===== src/rtl/uart_tick_pkg.sv =====
package uart_tick_pkg;

    localparam int unsigned DEF_SLICES = 16;
    localparam int unsigned DEF_DATA_W = 8;

    typedef enum logic [1:0] {
        TX_IDLE  = 2'd0,
        TX_ARMED = 2'd1,
        TX_SEND  = 2'd2
    } tx_state_e;

    function automatic int unsigned frame_len(input int unsigned data_w);
        return data_w + 2;
    endfunction

endpackage


===== src/rtl/baud_prescale.sv =====
module baud_prescale (
    input  logic clk,
    input  logic rst,
    input  logic ovf,
    input  logic half,
    output logic tick
);
    logic phase_q;

    always_ff @(posedge clk) begin
        if (rst)              phase_q <= 1'b0;
        else if (ovf && half) phase_q <= ~phase_q;
    end

    assign tick = ovf && (!half || phase_q);

    // Independent tracker: remembers whether the last half-rate strobe was skipped.
    logic skipped_q;
    always_ff @(posedge clk) begin
        if (rst)              skipped_q <= 1'b0;
        else if (ovf && half) skipped_q <= !tick;
    end

    p_alternate_r2: assert property (@(posedge clk) disable iff (rst)
        (ovf && half) |-> (tick == skipped_q));
    p_full_rate_r2: assert property (@(posedge clk) disable iff (rst)
        (ovf && !half) |-> tick);
    p_no_strobe_r2: assert property (@(posedge clk) disable iff (rst)
        !ovf |-> !tick);

endmodule


===== src/rtl/slice_counter.sv =====
module slice_counter #(
    parameter int unsigned SLICES = uart_tick_pkg::DEF_SLICES
) (
    input  logic clk,
    input  logic rst,
    input  logic tick,
    output logic roll
);
    localparam int unsigned SLICE_W = $clog2(SLICES);
    localparam logic [SLICE_W-1:0] LAST = SLICE_W'(SLICES - 1);

    logic [SLICE_W-1:0] cnt_q;

    always_ff @(posedge clk) begin
        if (rst)       cnt_q <= '0;
        else if (tick) cnt_q <= (cnt_q == LAST) ? '0 : cnt_q + 1'b1;
    end

    assign roll = tick && (cnt_q == LAST);

    p_free_run_r3: assert property (@(posedge clk) disable iff (rst)
        tick |=> (cnt_q == SLICE_W'(($past(cnt_q) + 1) % SLICES)));
    p_hold_r3: assert property (@(posedge clk) disable iff (rst)
        !tick |=> $stable(cnt_q));

endmodule


===== src/rtl/tx_shifter.sv =====
module tx_shifter
    import uart_tick_pkg::*;
#(
    parameter int unsigned DATA_W = DEF_DATA_W
) (
    input  logic              clk,
    input  logic              rst,
    input  logic              roll,
    input  logic              wr,
    input  logic [DATA_W-1:0] wr_data,
    input  logic              clr,
    output logic              txd,
    output logic              done
);
    localparam int unsigned FRAME_W = frame_len(DATA_W);
    localparam int unsigned CNT_W   = $clog2(FRAME_W + 1);
    localparam logic [CNT_W-1:0] LAST_BIT = CNT_W'(FRAME_W - 1);

    tx_state_e          state_q;
    logic [DATA_W-1:0]  hold_q;
    logic [FRAME_W-1:0] shreg_q;
    logic [CNT_W-1:0]   nbits_q;
    logic               txd_q;
    logic               last_q;
    logic               done_q;
    logic [FRAME_W-1:0] frame;

    assign frame = {1'b1, hold_q, 1'b0};

    always_ff @(posedge clk) begin
        if (rst) begin
            state_q <= TX_IDLE;
            hold_q  <= '0;
            shreg_q <= '1;
            nbits_q <= '0;
            txd_q   <= 1'b1;
            last_q  <= 1'b0;
        end else begin
            last_q <= 1'b0;
            case (state_q)
                TX_IDLE: begin
                    if (wr) begin
                        hold_q  <= wr_data;
                        state_q <= TX_ARMED;
                    end
                end
                TX_ARMED: begin
                    if (roll) begin
                        txd_q   <= frame[0];
                        shreg_q <= {1'b1, frame[FRAME_W-1:1]};
                        nbits_q <= CNT_W'(1);
                        state_q <= TX_SEND;
                    end
                end
                TX_SEND: begin
                    if (roll) begin
                        txd_q   <= shreg_q[0];
                        shreg_q <= {1'b1, shreg_q[FRAME_W-1:1]};
                        nbits_q <= nbits_q + 1'b1;
                        if (nbits_q == LAST_BIT) begin
                            state_q <= TX_IDLE;
                            last_q  <= 1'b1;
                        end
                    end
                end
                default: state_q <= TX_IDLE;
            endcase
        end
    end

    always_ff @(posedge clk) begin
        if (rst)         done_q <= 1'b0;
        else if (last_q) done_q <= 1'b1;
        else if (clr)    done_q <= 1'b0;
    end

    assign txd  = txd_q;
    assign done = done_q;

    p_line_on_roll_r6: assert property (@(posedge clk) disable iff (rst)
        !roll |=> $stable(txd_q));
    p_idle_high_r6: assert property (@(posedge clk) disable iff (rst)
        (state_q == TX_IDLE) |-> txd_q);
    p_done_after_stop_r7: assert property (@(posedge clk) disable iff (rst)
        $rose(done_q) |-> (txd_q && state_q != TX_SEND));
    p_busy_keeps_data_r8: assert property (@(posedge clk) disable iff (rst)
        (state_q != TX_IDLE) |=> $stable(hold_q));
    p_done_sticky_r9: assert property (@(posedge clk) disable iff (rst)
        (done_q && !clr) |=> done_q);

endmodule


===== src/rtl/uart_tick_tx.sv =====
module uart_tick_tx
    import uart_tick_pkg::*;
#(
    parameter int unsigned SLICES = DEF_SLICES,
    parameter int unsigned DATA_W = DEF_DATA_W
) (
    input  logic              clk,
    input  logic              rst,
    input  logic              ovf_pulse,
    input  logic              rate_half,
    input  logic              wr_en,
    input  logic [DATA_W-1:0] wr_byte,
    input  logic              done_clr,
    output logic              txd,
    output logic              tx_done
);
    logic tick;
    logic roll;

    baud_prescale u_prescale (
        .clk  (clk),
        .rst  (rst),
        .ovf  (ovf_pulse),
        .half (rate_half),
        .tick (tick)
    );

    slice_counter #(.SLICES(SLICES)) u_slices (
        .clk  (clk),
        .rst  (rst),
        .tick (tick),
        .roll (roll)
    );

    tx_shifter #(.DATA_W(DATA_W)) u_shift (
        .clk     (clk),
        .rst     (rst),
        .roll    (roll),
        .wr      (wr_en),
        .wr_data (wr_byte),
        .clr     (done_clr),
        .txd     (txd),
        .done    (tx_done)
    );

    p_reset_idle_r1: assert property (@(posedge clk)
        rst |=> (txd && !tx_done));

endmodule


===== config.mk =====
export PLATFORM = sky130hd
export DESIGN_NAME = uart_tick_tx
export DESIGN_NICKNAME = d
export VERILOG_FILES = /design/src/rtl/uart_tick_pkg.sv /design/src/rtl/baud_prescale.sv /design/src/rtl/slice_counter.sv /design/src/rtl/tx_shifter.sv /design/src/rtl/uart_tick_tx.sv
export SDC_FILE = /design/constraint.sdc
export NUM_CORES = 1
export LEC_CHECK = 0
export BUFFER_PORTS_ARGS = -buffer_cell sky130_fd_sc_hd__clkbuf_2
export CORE_ASPECT_RATIO = 0.7
export CORE_MARGIN = 5
export CORE_UTILIZATION = 30
export DETAILED_ROUTE_END_ITERATION = 8
export PLACE_DENSITY_LB_ADDON = 0.25
export SLEW_MARGIN = 20
export SYNTH_ARGS = -nofsm -noshare
export SYNTH_HDL_FRONTEND = slang
export SYNTH_SLANG_ARGS = --single-unit

===== constraint.sdc =====
create_clock -name clk -period 4.04 [get_ports clk]
set_input_delay 0.808 -clock clk [delete_from_list [all_inputs] [get_ports clk]]
set_output_delay 0.808 -clock clk [all_outputs]
set_load 0.02 [all_outputs]

==> results of run 1 <==
sequential cells by signal (all words and copies together) (netlist names):
name and flops:
u_shift.hold_q 8, u_shift.done 1, u_slices.cnt_q 4, u_shift.state_q 2
u_shift.txd 1, u_shift.shreg_q 8, u_shift.last_q 1, u_prescale.phase_q 1
u_shift.nbits_q 4
worst paths after layout:
kind,startpoint,slack [ns],endpoint
min,u_shift.last_q,0.45,u_shift.done
min reg2reg,u_shift.last_q,0.45,u_shift.done
max reg2reg,u_shift.state_q[1],2.05,u_shift.nbits_q[3]
max,rate_half,1.99,u_shift.nbits_q[3]
through the flow:
step	hold WS (ns)	std cells
3_3_place_gp	0.428	222
5_1_grt	0.481	230
3_5_place_dp	0.446	222
2_1_floorplan	0.413	162
4_1_cts	0.458	230
6_report	0.450	230
power breakdown:
| group | total, mW | internal (mW) | switching (mW) |
|---|---|---|---|
| Combinational | 0.0412 | 0.0174 | 0.0237 |
| Sequential | 0.313 | 0.305 | 0.00815 |
| Clock | 0.242 | 0.137 | 0.105 |
kinds of logic after synthesis:
kind of cell	synth area share
and+or+nand+nor	0.216
AOI/OAI and AO/OA	0.179
DFF	0.447
buffers and inverters	0.0447
muxes	0.0596
xor gates and xnor gates	0.0261
adders and majority gates	0.0279
per-layer routing:
| metal | global-route usage | vias up | wire [um] |
|---|---|---|---|
| li1 | - | 595 | - |
| met1 | 0.136 | 501 | 1500 |
| met2 | 0.145 | 15 | 1190 |
| met3 | 0.0262 | 4 | 66 |
| met4 | 0.0669 | 0 | 59 |
| met5 | 0 | - | 0 |
final cells by class:
| type | count | area, sq um |
|---|---|---|
| tap | 55 | 68.8 |
| multi-input combinational | 117 | 683 |
| clock inverter | 1 | 5.00 |
| fill | 465 | 2790 |
| timing repair buffer | 15 | 75.1 |
| inverter | 5 | 18.8 |
| clock buffer | 7 | 86.3 |
| sequential | 30 | 601 |
layout by cell type, fill, tap and decap left out, types with 2 or more instances in the layout:
| cell | n |
|---|---|
| a21oi_1 | 18 |
| clkbuf_2 | 15 |
| clkbuf_8 | 6 |
| dfxtp_1 | 30 |
| ha_1 | 3 |
| inv_1 | 4 |
| mux2i_1 | 8 |
| nand2_1 | 33 |
| nand2b_1 | 3 |
| nand3_1 | 5 |
| nor2_1 | 7 |
| nor3_1 | 2 |
| o211ai_1 | 7 |
| o21ai_0 | 4 |
| o22ai_1 | 3 |
| or3_1 | 3 |
| or4_1 | 2 |
| xor2_1 | 3 |
worst min-delay path, stage by stage (launching register included):
cell and delay [ns]:
dfxtp_1 0.31, a21oi_1 0.04, nor2_1 0.07
==> reports/results.ini, run 1 <==
[run_status]
status=finished, final reports clean

[clock_network]
ctsHoldBuffers=0
cts_setup_buffers=0
path_clk_slew_ns=0.06
cts_root_buffer=clkbuf_8
cts_sinks=30
htree_levels=2
cts_buffer_depth=2
cts_resized=0
numCtsBuffers=5
cts_tree=built
worst_skew_pair.late_latency_ns=0.28

[critical_path]
crit_chain=clkbuf_2, nor2b_1, or3_1, or4_1, a31oi_1
crit_fanout=8
critPathArrivalTime_ns=2.25
path_buf_inv=1
end_kind=flop
worst-endpoint-required_ns=4.24
ff2ff_path_depth=3
criticalPathCategory=primary input to flop
cp_slowest_cell=or4_1
critPathMaxStageDelay_ns=0.53
cp-start-kind=primary input
cpLargestDelayFamily=simple AND/OR/NAND/NOR gates
cp.depth=5

[synth]
synth_top_area_cell=dfxtp_1
syn_avg_cell_area_sq_um=8.29
synth_top_area_frac=0.447
syn_area_sq_um=1340
synth_commonest_cells=33 x nand2_1, 30 x dfxtp_1, 18 x a21oi_1, 8 x mux2i_1
yosysMostFrequentCell=nand2_1
synth_seq_area_share=0.447
synth_edf_count=0
ys_ff_latch=30
yosys-top-cells-area=dfxtp_1 45%, nand2_1 9.2%, a21oi_1 6.7%
synth_cells=162
async_reset_ff_frac=0
synthFlopType=dfxtp_1
synthDistinctLibCells=35
ys_warn_count=0
synth.net_count=179

[sta]
fin_crit_ns=2.05
finalWorstSetupSlack_ns=1.99
tightest_slew_ns=0.693
setup_violations=0
slew_viol_final=0
skew_ns=0.00376
max_freq_ghz=0.488
hold_viol_final=0
min_period_over_period=0.508
rsz0062_at_grt=no
tns_ns=0
slew_headroom=0.535

[floorplan]
ioPinCount=16
rows=20
die-area_sq_um=5940
die_h_um=66.0
core_sq_um=4330
die_x_um=90.0
start_util=0.310

[worst_hold_path]
hold_depth=2
hold_class=flop to flop

[drt]
first_iter_violations=43
drt-total-wl_um=2820
via_per_inst=4.85
drc=0
firstDrtPassIters=4
antenna_left=0
wl_per_cell_um=12.3
vias=1115

[layout]
final_core_util=0.355
diodes=0
postLayoutCellArea_sq_um=1540
drive_above_1_share=0.137
syn_to_final_growth_pct=14.4
nets=191

[place]
dp_hpwl_um=2000
port_buffers=15
gp_congestion=0.709
place_area_sq_um=1450
place_ws_ns=1.72

[power_and_ir_drop]
total_power_mw=0.596
power_leakage_nw=0.645
ir_worst_vdd_mv=0.155
pwr_density_cell_nw_per_um2=388

[grt]
grt_max_degree=24
overflow=0
grt_pass1_vias=1060
grt_usage=0.102
grt_pass1_wl_um=4820
grt_antenna_before_repair=0

[run]
max_cap_viol_count=0

Note: power is estimated with default switching activity, not from simulation.
==> run 2: changes to the inputs <==
==> constraint.sdc (replaced) <==
create_clock -name clk -period 2.1 [get_ports clk]
set_input_delay 0.42 -clock clk [delete_from_list [all_inputs] [get_ports clk]]
set_output_delay 0.42 -clock clk [all_outputs]
set_load 0.02 [all_outputs]
==> reports/results.ini, run 2 (synthesis results as in run 1) <==
[sta]
tightest_slew_ns=0.417  ; was 0.693 ns
min_period_over_period=0.881
setup_violations=0  ; unchanged
max_freq_ghz=0.541
fin_crit_ns=1.85
rsz0062_at_grt=no  ; unchanged
skew_ns=0.00432  ; was 0.00376 ns
tns_ns=0  ; unchanged
hold_viol_final=0  ; unchanged
slew_viol_final=0  ; unchanged
slew_headroom=0.722  ; was 0.535

[layout]
largest_registers=u_shift.hold_q: 8 flops, u_shift.shreg_q: 8 flops  ; unchanged
final_common_cell=nand2_1  ; unchanged
nets=198  ; was 191
fill_cells=460  ; was 465
diodes=0  ; unchanged
drive_above_1_share=0.170  ; was 0.137
final_cell_mix=33 x nand2_1, 30 x dfxtp_1, 18 x a21oi_1, 15 x clkbuf_2, 8 x mux2i_1  ; unchanged
syn_to_final_growth_pct=18.3  ; was 14.4%

[floorplan]
die_h_um=66.0  ; unchanged
rows=20  ; unchanged
die-area_sq_um=5940  ; unchanged
start_util=0.310  ; unchanged
ioPinCount=16  ; unchanged
core_sq_um=4330  ; unchanged
die_x_um=90.0  ; unchanged

[critical_path]
crit_fanout=4  ; was 8
end_kind=flop  ; unchanged
ff2ff_path_depth=5  ; was 3
worst-endpoint-required_ns=2.31  ; was 4.24 ns
cp_slowest_cell=or4_1  ; unchanged
criticalPathCategory=flop to flop  ; was primary input to flop
r2r-start=u_slices.cnt_q[0]  ; was u_shift.state_q[1]
critPathArrivalTime_ns=2.06  ; was 2.25 ns
cp-start-kind=flop  ; was primary input
critPathMaxStageDelay_ns=0.51  ; was 0.53 ns
reg2reg_slack_ns=0.25  ; was 2.05 ns
crit_chain=ha_1, nand2_2, or3_1, or4_1, a31oi_1  ; was clkbuf_2, nor2b_1, or3_1, or4_1, a31oi_1
reg2reg_to=u_shift.nbits_q[3]  ; unchanged

[place]
port_buffers=15  ; unchanged
dp_hpwl_um=2210  ; was 2000 um
gp_congestion=0.757  ; was 0.709

[drt]
vias=1176  ; was 1115
antenna_left=0  ; unchanged
firstDrtPassIters=4  ; unchanged
via_per_inst=4.96  ; was 4.85
first_iter_violations=45  ; was 43
wl_per_cell_um=12.8  ; was 12.3 um
drc=0  ; unchanged
drt-total-wl_um=3040  ; was 2820 um

[grt]
grt_pass1_vias=1200  ; was 1060
grt_pass1_wl_um=5310  ; was 4820 um
grt_antenna_before_repair=0  ; unchanged
overflow=0  ; unchanged
grt_max_degree=23  ; was 24
grt_usage=0.114  ; was 0.102

[run_status]
status=finished, final reports clean  ; unchanged

[clock_network]
cts_root_buffer=clkbuf_8  ; unchanged
htree_levels=2  ; unchanged
ctsHoldBuffers=0  ; unchanged
cts_sinks=30  ; unchanged
cts_resized=0  ; unchanged
cts_tree=built  ; unchanged
cts_buffer_depth=2  ; unchanged
worst_skew_pair.late_latency_ns=0.28  ; about the same
path_clk_slew_ns=0.07  ; was 0.06 ns
cts_setup_buffers=0  ; unchanged
numCtsBuffers=5  ; unchanged

[worst_hold_path]
hp-start=wr_byte[7]  ; was u_shift.last_q
hold_depth=3  ; was 2
hold_class=primary input to flop  ; was flop to flop
hold_end=u_shift.hold_q[7]  ; was u_shift.done

[power_and_ir_drop]
ir_worst_vdd_mv=0.418  ; was 0.155 mV
total_power_mw=1.17  ; was 0.596 mW
pwr_density_cell_nw_per_um2=735  ; was 388 nW/um^2
power_leakage_nw=0.678  ; was 0.645 nW

[run]
max_cap_viol_count=0  ; unchanged

==> run 2: cell types whose count changed in the layout (fill, tap and decap cells not counted) <==
cell and change:
buf_4 +7
==> run 2: routing by layer <==
metal / vias up / GRT usage / part of all wire / wire (um)
li1: 604 / - / - / -
met1: 541 / 0.141 / 0.51 / 1540
met2: 22 / 0.178 / 0.43 / 1300
met3: 9 / 0.0307 / 0.037 / 111
met4: 0 / 0.0669 / 0.028 / 84
met5: - / 0 / 0 / 0
==> run 2: through the flow <==
step                      setup WS (ns)  hold slack [ns]  area [sq um]   util  std cells
after floorplan                   0.295            0.413          1340      -        162
after global placement            0.291            0.425          1500  0.346        229
after detailed placement          0.246            0.442          1500  0.346        229
after CTS                         0.260            0.342          1590  0.367        237
after global routing              0.143            0.340          1590  0.367        237
final                             0.251            0.348          1590  0.367        237
==> run 2: final cells by class <==
cell class,instances,area (sq um),share of cell area
repair buffers,22,128,0.0803
multi-input cells,117,683,0.430
well taps,55,68.8,0.0433
clock buffers,7,86.3,0.0543
clock inverters,1,5.00,0.00315
inverters,5,18.8,0.0118
flip-flops and latches,30,601,0.378
==> run 2: worst max-delay path, delay by kind of cell, from the launching register on <==
family	cells	cell delay (ns)
compound gates	1	0.17
simple gates	3	0.97
flops	1	0.39
fa+ha+maj	1	0.23
==> run 2: power breakdown <==
part	switching [mW]	total [mW]	internal (mW)
clock	0.220	0.484	0.264
sequential	0.0111	0.597	0.586
combinational	0.0512	0.0878	0.0366
total	0.282	1.17	0.886
==> run 2: worst max-delay path by stage <==
| stage | startpoint | to | slack, ns | cells past startpoint |
|---|---|---|---|---|
| after CTS | u_slices.cnt_q[0] | u_shift.nbits_q[3] | 0.26 | 5 |
| final | u_slices.cnt_q[0] | u_shift.nbits_q[3] | 0.25 | 5 |
| after global routing | u_slices.cnt_q[0] | u_shift.nbits_q[3] | 0.14 | 5 |
| after global placement | rate_half | u_shift.nbits_q[3] | 0.29 | 5 |
| after detailed placement | rate_half | u_shift.nbits_q[3] | 0.25 | 5 |
| after floorplan | u_slices.cnt_q[0] | u_shift.nbits_q[3] | 0.30 | 6 |
